### src/rtl/c2r_pkg.sv
package c2r_pkg;

  // Controller phases.
  typedef enum logic [0:0] {
    ST_IDLE = 1'b0,
    ST_RUN  = 1'b1
  } c2r_state_e;

  // Micro-rotation kind selected by the sequencer.
  typedef enum logic [0:0] {
    STEP_COARSE = 1'b0,   // arctan(1)
    STEP_FINE   = 1'b1    // arctan(2^-FINE_SH)
  } c2r_step_e;

  // 0.10110101b : fixed gain applied after each coarse step.
  localparam int unsigned C2R_GAIN_FRAC_W = 8;
  localparam logic [C2R_GAIN_FRAC_W-1:0] C2R_GAIN_MANT = 8'b1011_0101;

endpackage

### src/rtl/c2r_count_table.sv
module c2r_count_table #(
  parameter int IDX_W     = 3,
  parameter int CNT_W     = 2,
  parameter int FINE_REPS = 3
) (
  input  logic [IDX_W-1:0] idx,
  output logic             coarse_neg,
  output logic [CNT_W-1:0] coarse_mag,
  output logic             fine_neg,
  output logic [CNT_W-1:0] fine_mag
);

  localparam int DEPTH   = 1 << IDX_W;
  localparam int ENTRY_W = 2 * (CNT_W + 1);

  // Entry layout: {coarse sign, coarse magnitude, fine sign, fine magnitude}.
  logic [ENTRY_W-1:0] table_q [DEPTH];

  for (genvar i = 0; i < DEPTH; i++) begin : g_entry
    localparam int COARSE = i / 2;
    localparam int FINE   = (i % 2 == 1) ? FINE_REPS : 0;
    assign table_q[i] = {1'b0, CNT_W'(COARSE), 1'b0, CNT_W'(FINE)};
  end

  assign {coarse_neg, coarse_mag, fine_neg, fine_mag} = table_q[idx];

endmodule

### src/rtl/c2r_control.sv
module c2r_control
  import c2r_pkg::*;
#(
  parameter int CNT_W = 2
) (
  input  logic             clk,
  input  logic             rst,
  input  logic             start,
  input  logic             coarse_neg,
  input  logic [CNT_W-1:0] coarse_mag,
  input  logic             fine_neg,
  input  logic [CNT_W-1:0] fine_mag,
  output logic             accept,
  output logic             busy,
  output logic             step_en,
  output logic             finish,
  output c2r_step_e        step_kind,
  output logic             step_neg
);

  c2r_state_e       state_q;
  logic [CNT_W-1:0] coarse_left_q, fine_left_q;
  logic             coarse_neg_q, fine_neg_q;
  logic             stop;
  logic [CNT_W:0]   remaining;

  assign busy      = (state_q == ST_RUN);
  assign accept    = (state_q == ST_IDLE) && start;
  assign stop      = (coarse_left_q == '0) && (fine_left_q == '0);
  assign step_kind = (coarse_left_q == '0) ? STEP_FINE : STEP_COARSE;
  assign step_neg  = (step_kind == STEP_FINE) ? fine_neg_q : coarse_neg_q;
  assign step_en   = busy && !stop;
  assign finish    = busy && stop;
  assign remaining = {1'b0, coarse_left_q} + {1'b0, fine_left_q};

  always_ff @(posedge clk) begin
    if (rst) begin
      state_q       <= ST_IDLE;
      coarse_left_q <= '0;
      fine_left_q   <= '0;
      coarse_neg_q  <= 1'b0;
      fine_neg_q    <= 1'b0;
    end else begin
      unique case (state_q)
        ST_IDLE: begin
          if (start) begin
            coarse_left_q <= coarse_mag;
            fine_left_q   <= fine_mag;
            coarse_neg_q  <= coarse_neg;
            fine_neg_q    <= fine_neg;
            state_q       <= ST_RUN;
          end
        end
        ST_RUN: begin
          if (stop) begin
            state_q <= ST_IDLE;
          end else if (coarse_left_q != '0) begin
            coarse_left_q <= coarse_left_q - 1'b1;
          end else begin
            fine_left_q <= fine_left_q - 1'b1;
          end
        end
        default: state_q <= ST_IDLE;
      endcase
    end
  end

  // each running cycle consumes exactly one step.
  p_one_step_per_cycle_r2: assert property (@(posedge clk) disable iff (rst)
    step_en |=> (remaining == $past(remaining) - 1'b1));

  // once the fine phase begins, no coarse step follows.
  p_coarse_before_fine_r5: assert property (@(posedge clk) disable iff (rst)
    (step_en && step_kind == STEP_FINE) |=> (step_kind == STEP_FINE));

  // a running rotation is not left or reloaded before its steps are spent.
  p_busy_holds_r8: assert property (@(posedge clk) disable iff (rst)
    step_en |=> busy);

endmodule

### src/rtl/c2r_scaler.sv
module c2r_scaler #(
  parameter int                 IN_W   = 18,
  parameter int                 OUT_W  = 17,
  parameter int                 FRAC_W = 8,
  parameter logic [FRAC_W-1:0]  MANT   = 8'b1011_0101
) (
  input  logic signed [IN_W-1:0]  din,
  output logic signed [OUT_W-1:0] dout
);

  localparam logic signed [OUT_W-1:0] MAX_V = {1'b0, {(OUT_W-1){1'b1}}};
  localparam logic signed [OUT_W-1:0] MIN_V = {1'b1, {(OUT_W-1){1'b0}}};

  logic signed [IN_W-1:0] part [FRAC_W+1];
  logic                   too_big;

  assign part[0] = '0;

  // One shifted copy per set mantissa bit; bit FRAC_W-b weighs 2^-b.
  for (genvar b = 1; b <= FRAC_W; b++) begin : g_term
    if (MANT[FRAC_W-b]) begin : g_add
      assign part[b] = part[b-1] + (din >>> b);
    end else begin : g_skip
      assign part[b] = part[b-1];
    end
  end

  // Clamp on the range check instead of silently dropping high bits.
  assign too_big = (part[FRAC_W][IN_W-1:OUT_W-1] != {(IN_W-OUT_W+1){part[FRAC_W][IN_W-1]}});

  always_comb begin
    if (!too_big)                dout = part[FRAC_W][OUT_W-1:0];
    else if (part[FRAC_W] < 0)   dout = MIN_V;
    else                         dout = MAX_V;
  end

endmodule

### src/rtl/c2r_microrot.sv
module c2r_microrot
  import c2r_pkg::*;
#(
  parameter int W       = 17,
  parameter int FINE_SH = 3
) (
  input  logic signed [W-1:0] x,
  input  logic signed [W-1:0] y,
  input  c2r_step_e           kind,
  input  logic                neg,
  output logic signed [W-1:0] x_nxt,
  output logic signed [W-1:0] y_nxt
);

  localparam int SW = W + 1;

  logic signed [SW-1:0] xw, yw, cx_sum, cy_sum;
  logic signed [W-1:0]  cx, cy, fx, fy, y_sh, x_sh;

  assign xw = SW'(x);
  assign yw = SW'(y);

  // Coarse: clockwise (neg=0) adds y into x and subtracts x from y.
  assign cx_sum = neg ? (xw - yw) : (xw + yw);
  assign cy_sum = neg ? (yw + xw) : (yw - xw);

  c2r_scaler #(
    .IN_W  (SW),
    .OUT_W (W),
    .FRAC_W(C2R_GAIN_FRAC_W),
    .MANT  (C2R_GAIN_MANT)
  ) u_scale_x (
    .din (cx_sum),
    .dout(cx)
  );

  c2r_scaler #(
    .IN_W  (SW),
    .OUT_W (W),
    .FRAC_W(C2R_GAIN_FRAC_W),
    .MANT  (C2R_GAIN_MANT)
  ) u_scale_y (
    .din (cy_sum),
    .dout(cy)
  );

  // Fine: fixed shift, no gain correction.
  assign y_sh = y >>> FINE_SH;
  assign x_sh = x >>> FINE_SH;
  assign fx   = neg ? (x - y_sh) : (x + y_sh);
  assign fy   = neg ? (y + x_sh) : (y - x_sh);

  assign x_nxt = (kind == STEP_COARSE) ? cx : fx;
  assign y_nxt = (kind == STEP_COARSE) ? cy : fy;

endmodule

### src/rtl/c2r_rotator.sv
module c2r_rotator
  import c2r_pkg::*;
#(
  parameter int DATA_W    = 16,
  parameter int IDX_W     = 3,
  parameter int FINE_SH   = 3,
  parameter int FINE_REPS = 3
) (
  input  logic                clk,
  input  logic                rst,
  input  logic                start,
  input  logic [IDX_W-1:0]    idx,
  input  logic [DATA_W-1:0]   x_in,
  input  logic [DATA_W-1:0]   y_in,
  output logic                done,
  output logic [DATA_W:0]     x_out,
  output logic [DATA_W:0]     y_out
);

  localparam int IW      = DATA_W + 1;
  localparam int CNT_MIN = $clog2(FINE_REPS + 1);
  localparam int CNT_W   = (IDX_W - 1 > CNT_MIN) ? IDX_W - 1 : CNT_MIN;

  logic             coarse_neg, fine_neg;
  logic [CNT_W-1:0] coarse_mag, fine_mag;
  logic             accept, busy, step_en, finish, step_neg;
  c2r_step_e        step_kind;

  logic signed [IW-1:0] xs_in, ys_in, x_q, y_q, x_nxt, y_nxt;

  assign xs_in = IW'($signed(x_in));
  assign ys_in = IW'($signed(y_in));

  c2r_count_table #(
    .IDX_W    (IDX_W),
    .CNT_W    (CNT_W),
    .FINE_REPS(FINE_REPS)
  ) u_table (
    .idx       (idx),
    .coarse_neg(coarse_neg),
    .coarse_mag(coarse_mag),
    .fine_neg  (fine_neg),
    .fine_mag  (fine_mag)
  );

  c2r_control #(
    .CNT_W(CNT_W)
  ) u_ctl (
    .clk       (clk),
    .rst       (rst),
    .start     (start),
    .coarse_neg(coarse_neg),
    .coarse_mag(coarse_mag),
    .fine_neg  (fine_neg),
    .fine_mag  (fine_mag),
    .accept    (accept),
    .busy      (busy),
    .step_en   (step_en),
    .finish    (finish),
    .step_kind (step_kind),
    .step_neg  (step_neg)
  );

  c2r_microrot #(
    .W      (IW),
    .FINE_SH(FINE_SH)
  ) u_rot (
    .x    (x_q),
    .y    (y_q),
    .kind (step_kind),
    .neg  (step_neg),
    .x_nxt(x_nxt),
    .y_nxt(y_nxt)
  );

  // Working vector.
  always_ff @(posedge clk) begin
    if (rst) begin
      x_q <= '0;
      y_q <= '0;
    end else if (accept) begin
      x_q <= xs_in;
      y_q <= ys_in;
    end else if (step_en) begin
      x_q <= x_nxt;
      y_q <= y_nxt;
    end
  end

  // Registered result and completion pulse.
  always_ff @(posedge clk) begin
    if (rst) begin
      done  <= 1'b0;
      x_out <= '0;
      y_out <= '0;
    end else begin
      done <= finish;
      if (finish) begin
        x_out <= x_q;
        y_out <= y_q;
      end
    end
  end

  // completion is a single-cycle pulse.
  p_done_single_r7: assert property (@(posedge clk) disable iff (rst)
    done |=> !done);

  // the result only moves together with done.
  p_result_hold_r7: assert property (@(posedge clk) disable iff (rst)
    !done |-> ($stable(x_out) && $stable(y_out)));

  // index 0 passes the sample through after one cycle.
  p_zero_pass_r6: assert property (@(posedge clk) disable iff (rst)
    (start && !busy && idx == '0) |=> ##1
      (done && x_out == $past(xs_in, 2) && y_out == $past(ys_in, 2)));

  // no request is taken while a rotation runs.
  p_no_accept_busy_r8: assert property (@(posedge clk) disable iff (rst)
    busy |-> !accept);

endmodule

### config.mk
export PLATFORM = sky130hd
export DESIGN_NAME = c2r_rotator
export DESIGN_NICKNAME = d
export VERILOG_FILES = /design/src/rtl/c2r_pkg.sv /design/src/rtl/c2r_count_table.sv /design/src/rtl/c2r_control.sv /design/src/rtl/c2r_scaler.sv /design/src/rtl/c2r_microrot.sv /design/src/rtl/c2r_rotator.sv
export SDC_FILE = /design/constraint.sdc
export NUM_CORES = 1
export LEC_CHECK = 0
export BUFFER_PORTS_ARGS = -buffer_cell sky130_fd_sc_hd__buf_2
export CAP_MARGIN = 20
export CORE_MARGIN = 3
export CORE_UTILIZATION = 40
export CTS_CLUSTER_DIAMETER = 40
export DETAILED_ROUTE_END_ITERATION = 16
export SLEW_MARGIN = 20
export SYNTH_ARGS = -nofsm -noshare
export SYNTH_HDL_FRONTEND = slang
export SYNTH_SLANG_ARGS = --single-unit
### constraint.sdc
create_clock -name clk -period 8.65 [get_ports clk]
set_input_delay 1.2975 -clock clk [delete_from_list [all_inputs] [get_ports clk]]
set_output_delay 1.2975 -clock clk [all_outputs]
set_load 0.01 [all_outputs]
## Word-level counts from Yosys, hierarchy flattened

Memory sizes are Yosys's and may differ from the RTL's.
Index checks and enable logic that the tools add are counted.

| cells by class | value |
|---|---|
| reductions and logical operators | 12 |
| bitwise operators | 2 |
| eq/ne operators | 6 |
| $lt $le $gt $ge | 3 |
| $add $sub $neg | 17 |
| multiplexer cells | 29 |

Operator list:

| kind | count |
|---|---|
| $mux 17 | 12 |
| $add 17x15->18 | 2 |
| $add 18x10->18 | 2 |
| $add 18x12->18 | 2 |
| $add 18x14->18 | 2 |
| $lt 18x1->1 const B | 2 |
| $mux 18 | 2 |
| $sub 17x17->18 | 2 |
| $add 17x14->17 | 2 |
| $sub 17x14->17 | 2 |
| $add 17x17->18 | 1 |
| $mux 2 | 6 |
| $mux 6 | 2 |
| $ne 2x2->1 const B | 4 |
| $pmux 2 s2 | 2 |
| $reduce_and 3->1 | 2 |
| $ge 4x4->1 const B | 1 |
| $logic_and 1x1->1 | 4 |
| $logic_not 2->1 | 2 |
| $mux 1 | 4 |
| $not 3->4 | 1 |
| $reduce_bool 2->1 | 2 |
| $sub 2x1->2 const B | 2 |
| $ne 1x1->1 | 2 |
| 4 further kinds | 4 |

| storage, ports and cells | value |
|---|---|
| output and inout port bits | 35 |
| register bits | 76 |
| memories | 1 |
| bits of input ports | 38 |
| bits in read-only memories | 48 |
| word-level logic and storage cells | 80 |

Memory list:

| memory | depth | bits a word | read ports | clocked after memory_dff | wr ports | RTL line | source |
|---|---|---|---|---|---|---|---|
| (no name shown) | 8 | 6 | 1 | 0 | 0 | c2r_count_table.sv:25 | `assign {coarse_neg, coarse_mag, fine_neg, fine_mag} = table_q[idx];` |

## Longest topological paths before layout

| logic depth | value |
|---|---|
| depth in word-level cells | 14 |
| mapped depth | 28 |
| depth with buffers taken out | 26 |

## Cells and area by module

Synthesis repeated with hierarchy kept, for this count alone.

| second synthesis, totals | value |
|---|---|
| cells, all modules | 1623 |
| area, all modules | 13180.1 um^2 |

By module, submodules not included:

| module | times used | seq. area each (um^2) | cells each | area an instance (um^2) |
|---|---|---|---|---|
| c2r_microrot | 1 | 0.0 | 814 | 5594.1 |
| c2r_rotator | 1 | 1381.3 | 261 | 2970.3 |
| c2r_scaler (u_rot.u_scale_x) | 1 | 0.0 | 259 | 2167.1 |
| c2r_scaler (u_rot.u_scale_y) | 1 | 0.0 | 238 | 2018.2 |
| c2r_control | 1 | 140.1 | 44 | 381.6 |
| c2r_count_table | 1 | 0.0 | 7 | 48.8 |

## Least setup slack after synthesis

OpenSTA, ideal clock, no wires.

| timing | value |
|---|---|
| path kind | register to register |
| start | register y_q[1] |
| end | register x_q[5] |
| path slack | 2.263 ns |
| library setup time | 0.134 ns |
| required time | 8.516 ns |
| buffers on the path | 1 |
| clock period less this slack | 6.387 ns |
| data arrival time | 6.253 ns |
| stages on the path, launching flop included | 26 |
| cell sequence | dfxtp_1 inv_1 fa_1 o21bai_1 a21oi_1 o21ai_0 a2111oi_0 o41ai_1 a221oi_1 xnor2_1 inv_1 fa_1 fa_1 inv_1 fa_1 ha_1 and3_1 nand3_1 a211oi_1 nor2_1 o21ai_0 xor2_1 buf_2 maj3_1 a221oi_1 o22ai_1 |

| between the ends | value |
|---|---|
| word-level cells in the longest chain between the ends | 12 |
| elaborated cells on any way between the ends | 14 |
| those cells by class | 6 x add/sub; 1 x order compare; 1 x eq/ne; 6 x mux |

Ends and longest elaborated chain:

| element | RTL line | source |
|---|---|---|
| from (decl) | c2r_rotator.sv:29 | `logic signed [IW-1:0] xs_in, ys_in, x_q, y_q, x_nxt, y_nxt;` |
| from (signal assigned) | c2r_rotator.sv:83 | `y_q <= ys_in;` |
| from (signal assigned) | c2r_rotator.sv:86 | `y_q <= y_nxt;` |
| $add 17x17->18 / $sub 17x17->18 (equally long branches) | c2r_microrot.sv:24 | `assign cx_sum = neg ? (xw - yw) : (xw + yw);` |
| $mux 18 (*) | c2r_microrot.sv:24 |  |
| $add 17x15->18 | c2r_scaler.sv:22 | `assign part[b] = part[b-1] + (din >>> b);` |
| $add 18x14->18 | c2r_scaler.sv:22 |  |
| $add 18x12->18 | c2r_scaler.sv:22 |  |
| $add 18x10->18 (*) | c2r_scaler.sv:22 |  |
| $lt 18x1->1 | c2r_scaler.sv:33 | `else if (part[FRAC_W] < 0) dout = MIN_V;` |
| $mux 17 | c2r_scaler.sv:33 |  |
| $mux 17 (*) | c2r_scaler.sv:32 | `if (!too_big) dout = part[FRAC_W][OUT_W-1:0];` |
| $mux 17 (*) | c2r_microrot.sv:53 | `assign x_nxt = (kind == STEP_COARSE) ? cx : fx;` |
| $mux 17 (*) | c2r_rotator.sv:84 | `end else if (step_en) begin` |
| $mux 17 (*) | c2r_rotator.sv:81 | `end else if (accept) begin` |
| to (signal assigned) | c2r_rotator.sv:82 | `x_q <= xs_in;` |
| to (signal assigned) | c2r_rotator.sv:85 | `x_q <= x_nxt;` |
| to (decl) | c2r_rotator.sv:29 |  |

Mark *: on every way between the ends. The rest lies on a longest branch, timed or not. The select of a mux whose other input is x is not followed.
A chain may end at the register's enable or synchronous reset.

## Worst setup path in the final report

| timing | value |
|---|---|
| start | register x_q[3] |
| end | register x_q[15] |

| between the ends | value |
|---|---|
| word-level cells in the longest chain between the ends | 12 |
| elaborated cells on any way between the ends | 17 |
| those cells by class | 8 x add/sub; 1 x order compare; 1 x eq/ne; 7 x mux |

Ends and longest elaborated chain:

| element | RTL line |
|---|---|
| $add 17x17->18 / $sub 17x17->18 (equally long branches) | c2r_microrot.sv:24 |
| $mux 18 | c2r_microrot.sv:24 |
| $add 17x15->18 | c2r_scaler.sv:22 |
| $add 18x14->18 | c2r_scaler.sv:22 |
| $add 18x12->18 | c2r_scaler.sv:22 |
| $add 18x10->18 | c2r_scaler.sv:22 |
| $lt 18x1->1 | c2r_scaler.sv:33 |
| $mux 17 | c2r_scaler.sv:33 |
| $mux 17 | c2r_scaler.sv:32 |
| $mux 17 (*) | c2r_microrot.sv:53 |
| $mux 17 (*) | c2r_rotator.sv:84 |
| $mux 17 (*) | c2r_rotator.sv:81 |

Marks and branches as above.

==> summary.txt <==
Critical path
  • Nature of the critical path endpoint: flop
  • CP Data Required Time: around 8.9 ns
  • CP Class: reg2reg
  • Worst stage delay on the critical path: between 0.6 and 0.7 ns
  • CP delay by family, top: compound AO/OA/AOI/OAI gates
  • Critical Path Fanout Max: 10
  • Crit-path cells: inv_1, ha_1, inv_1, a21oi_1, o21ai_0, a2111oi_0, o41ai_1, a221oi_1, xnor2_1, inv_1, fa_1, fa_1, inv_1, fa_1, ha_1, a21oi_1, o21ai_0, a21oi_1, nor3b_1, a31oi_1, nand4_1, nor2_1, o211ai_1, a31o_2
  • Critical path arrival: between 7 and 8 ns
  • Crit-path slowest cell: nor2_1
  • Most Frequent Cell on Critical Path: inv_1
  • Crit start category: flop
  • R2R Setup Slk: between 1 and 1.5 ns
  • Buf/Inv on CP: 4

Floorplanning
  • Rows: 58
  • Ports: 73
  • Initial Utilization: 0.4099
  • Placeable Area: 25400 um2
  • Die area: about 28000 um2
  • Die height: 167.3 um
  • Die Span X: between 150 and 200 um

Drt
  • Initial DRC count: 864
  • Wire length on met1: 16370 um
  • Wire length on met2: approximately 16000 um
  • Post-DRT Antenna Nets: 0
  • Met3 wire len: roughly 2500 um
  • Routed vias/inst: 5.838
  • Highest Signal Layer: met4
  • TritonRoute pass-1 iters: 5
  • WL/cell: between 20 and 25 um
  • Vias after detailed routing: 9948
  • Drt total wl: approximately 36000 um
  • # DRC: 0

Timing
  • F_max: around 130 MHz
  • Hold Vio Cnt, Final: 0
  • RSZ-0062 raised after global routing: no
  • Fin crit period: ~7.5 ns
  • Tcrit/Tclk final: 0.8705
  • Setup Skew: 0.01696 ns
  • Worst slew pin tran: 1.084 ns
  • Setup Total Neg Slack: 0 ns
  • Slew Viols, Final: 0
  • Final setup vio count: 0
  • Relative slew slack: 0.2743

Global route
  • Antenna violations before repair: 0
  • Vias in the first global route: 9708
  • Grt ovf: 0
  • First-pass GRT wire length: ~55000 um
  • Global-route usage over all layers: 0.2480
  • Pin count of the biggest net entering global routing: 70

Min path
  • Min-delay worst type: reg2reg

Final layout
  • Fillers: around 2600
  • # diodes: 0
  • Core Util, Final: 0.4510
  • Share of layout cells above drive strength 1: 0.09316
  • Final nets: roughly 1600
  • Area Growth Syn to Fin: 10.05%

Clock network
  • Clock latency on the worst-skew pair: between 0.3 and 0.4 ns
  • CTS sink count: 74
  • CTS tree: done
  • H-Tree Level Count: 3
  • Maximum clock path buffer count: 2
  • Clock transition at the registers of the reported paths: 0.07 ns
  • CTS root buffer: clkbuf_16
  • Post-CTS Hold Fix Bufs: 0
  • PostCTS Resize Cnt: 0
  • CTS buffer count: 9
  • Post-CTS Repair Setup Buffers: 0

Logic synthesis
  • Syn Inst Count: approximately 1300
  • Primary FF master, synth: dfxtp_1
  • Asr flop ratio synth: 0
  • Yosys warns: 0
  • Synth cell types: between 70 and 80
  • Post-Syn Area: 10410 um2
  • Syn nets: between 1500 and 2000
  • Number of synthesized flops with an enable pin: 0
  • Share of the yosys chip area belonging to registers: 0.1423
  • Syn avg cell area: about 7.9 um2
  • Seq cells post-synth: 74

Place
  • Final GP Congestion: ~1
  • DP Wirelength: between 20000 and 30000 um
  • Number of buffers added on ports: 72

Run status
  • Status: completed

Job
  • Max cap viols: 0
==> kinds of logic after synthesis <==
kind of cell	count (synthesis)	share of synthesized area
muxes	3	0.003005
and+or+nand+nor	322	0.1399
xor gates and xnor gates	130	0.1101
DFF	74	0.1423
AOI/OAI and AO/OA	398	0.2523
adders and majority gates	203	0.2837
buffers and inverters	185	0.06875
==> layout by cell type, fill, tap and decap left out, drive strengths merged, types with 16 or more instances in the layout <==
cell type,instances
xor2,45
a211oi,16
fa,58
xnor2,85
o21bai,17
a21oi,137
nor2,74
dfxtp,74
a21o,23
inv,139
o21a,23
ha,136
nand2,127
o21ai,64
buf,90
nand3,20
nor3,36
==> flip-flops by register name, summed over array words and instances (netlist names) <==
register / count
x_out: 17
x_q: 17
y_out: 17
y_q: 17
u_ctl.coarse_left_q: 2
u_ctl.fine_left_q: 2
done: 1
u_ctl.busy: 1
==> worst min-delay path: cells and delay by family, from the launching register on <==
family	cells	cell delay (ns)
compound gates	1	0.05
flops	1	0.31
simple gates	1	0.05
==> worst paths after layout <==
check	startpoint	end	cells past startpoint
min	y_out[11]	y_out[11]	2
max reg2reg	x_q[3]	x_q[15]	24
max	x_q[3]	x_q[15]	24
min reg2reg	y_out[11]	y_out[11]	2
==> per-layer routing <==
metal / global-route usage / vias to the layer above
met5: 0 / -
met2: 0.3945 / 366
met4: 0.05905 / 0
met3: 0.04226 / 55
met1: 0.3523 / 4794
li1: - / 4733
==> cells in the mapped netlist (all sizes together), types with 4 or more instances <==
master | count | area (um2)
a2111oi | 4 | 35.03
a211o | 4 | 35.03
a211oi | 16 | 120.1
a21o | 23 | 172.7
a21oi | 137 | 685.7
a221oi | 13 | 113.9
a22oi | 7 | 52.55
a31oi | 15 | 130.1
and2 | 4 | 25.02
and3 | 5 | 31.28
buf | 10 | 58.80
clkbuf | 37 | 138.9
dfxtp | 74 | 1481
fa | 58 | 1161
ha | 136 | 1702
inv | 135 | 506.7
maj3 | 9 | 90.09
nand2 | 127 | 479.2
nand2b | 14 | 87.58
nand3 | 20 | 100.1
nand4 | 6 | 37.54
nor2 | 74 | 277.8
nor2b | 11 | 68.82
nor3 | 36 | 180.2
o211ai | 12 | 90.09
o21a | 23 | 172.7
o21ai | 64 | 320.3
o21bai | 17 | 127.6
o22ai | 13 | 81.33
o311a | 5 | 50.05
o31a | 4 | 35.03
o31ai | 8 | 65.06
o41ai | 4 | 53.81
or2 | 4 | 25.02
or3 | 10 | 62.56
xnor2 | 85 | 744.5
xor2 | 45 | 401.6
==> layout make-up <==
class	instances	area (um2)	share of cell area
sequential	74	1481	0.1293
clock buffer	9	225.2	0.01966
clock inverter	7	107.6	0.009393
timing repair buffer	90	495.5	0.04325
tap	330	412.9	0.03604
multi-input combinational	1056	8215	0.7171
inverter	138	518.0	0.04522
==> metrics by stage <==
stage | hold slack [ns] | cell area, um2 | worst slack (ns) | cells
floorplan | 0.4412 | 10410 | 2.263 | 1315
global placement | 0.4427 | 11120 | 1.443 | 1688
detailed placement | 0.4455 | 11120 | 1.276 | 1688
CTS | 0.4551 | 11460 | 1.241 | 1704
global route | 0.4812 | 11460 | 0.6236 | 1704
finish | 0.4519 | 11460 | 1.120 | 1704
Power is not shown: default switching activity piles up to over one toggle a cycle in this logic, so the estimate is an artifact.
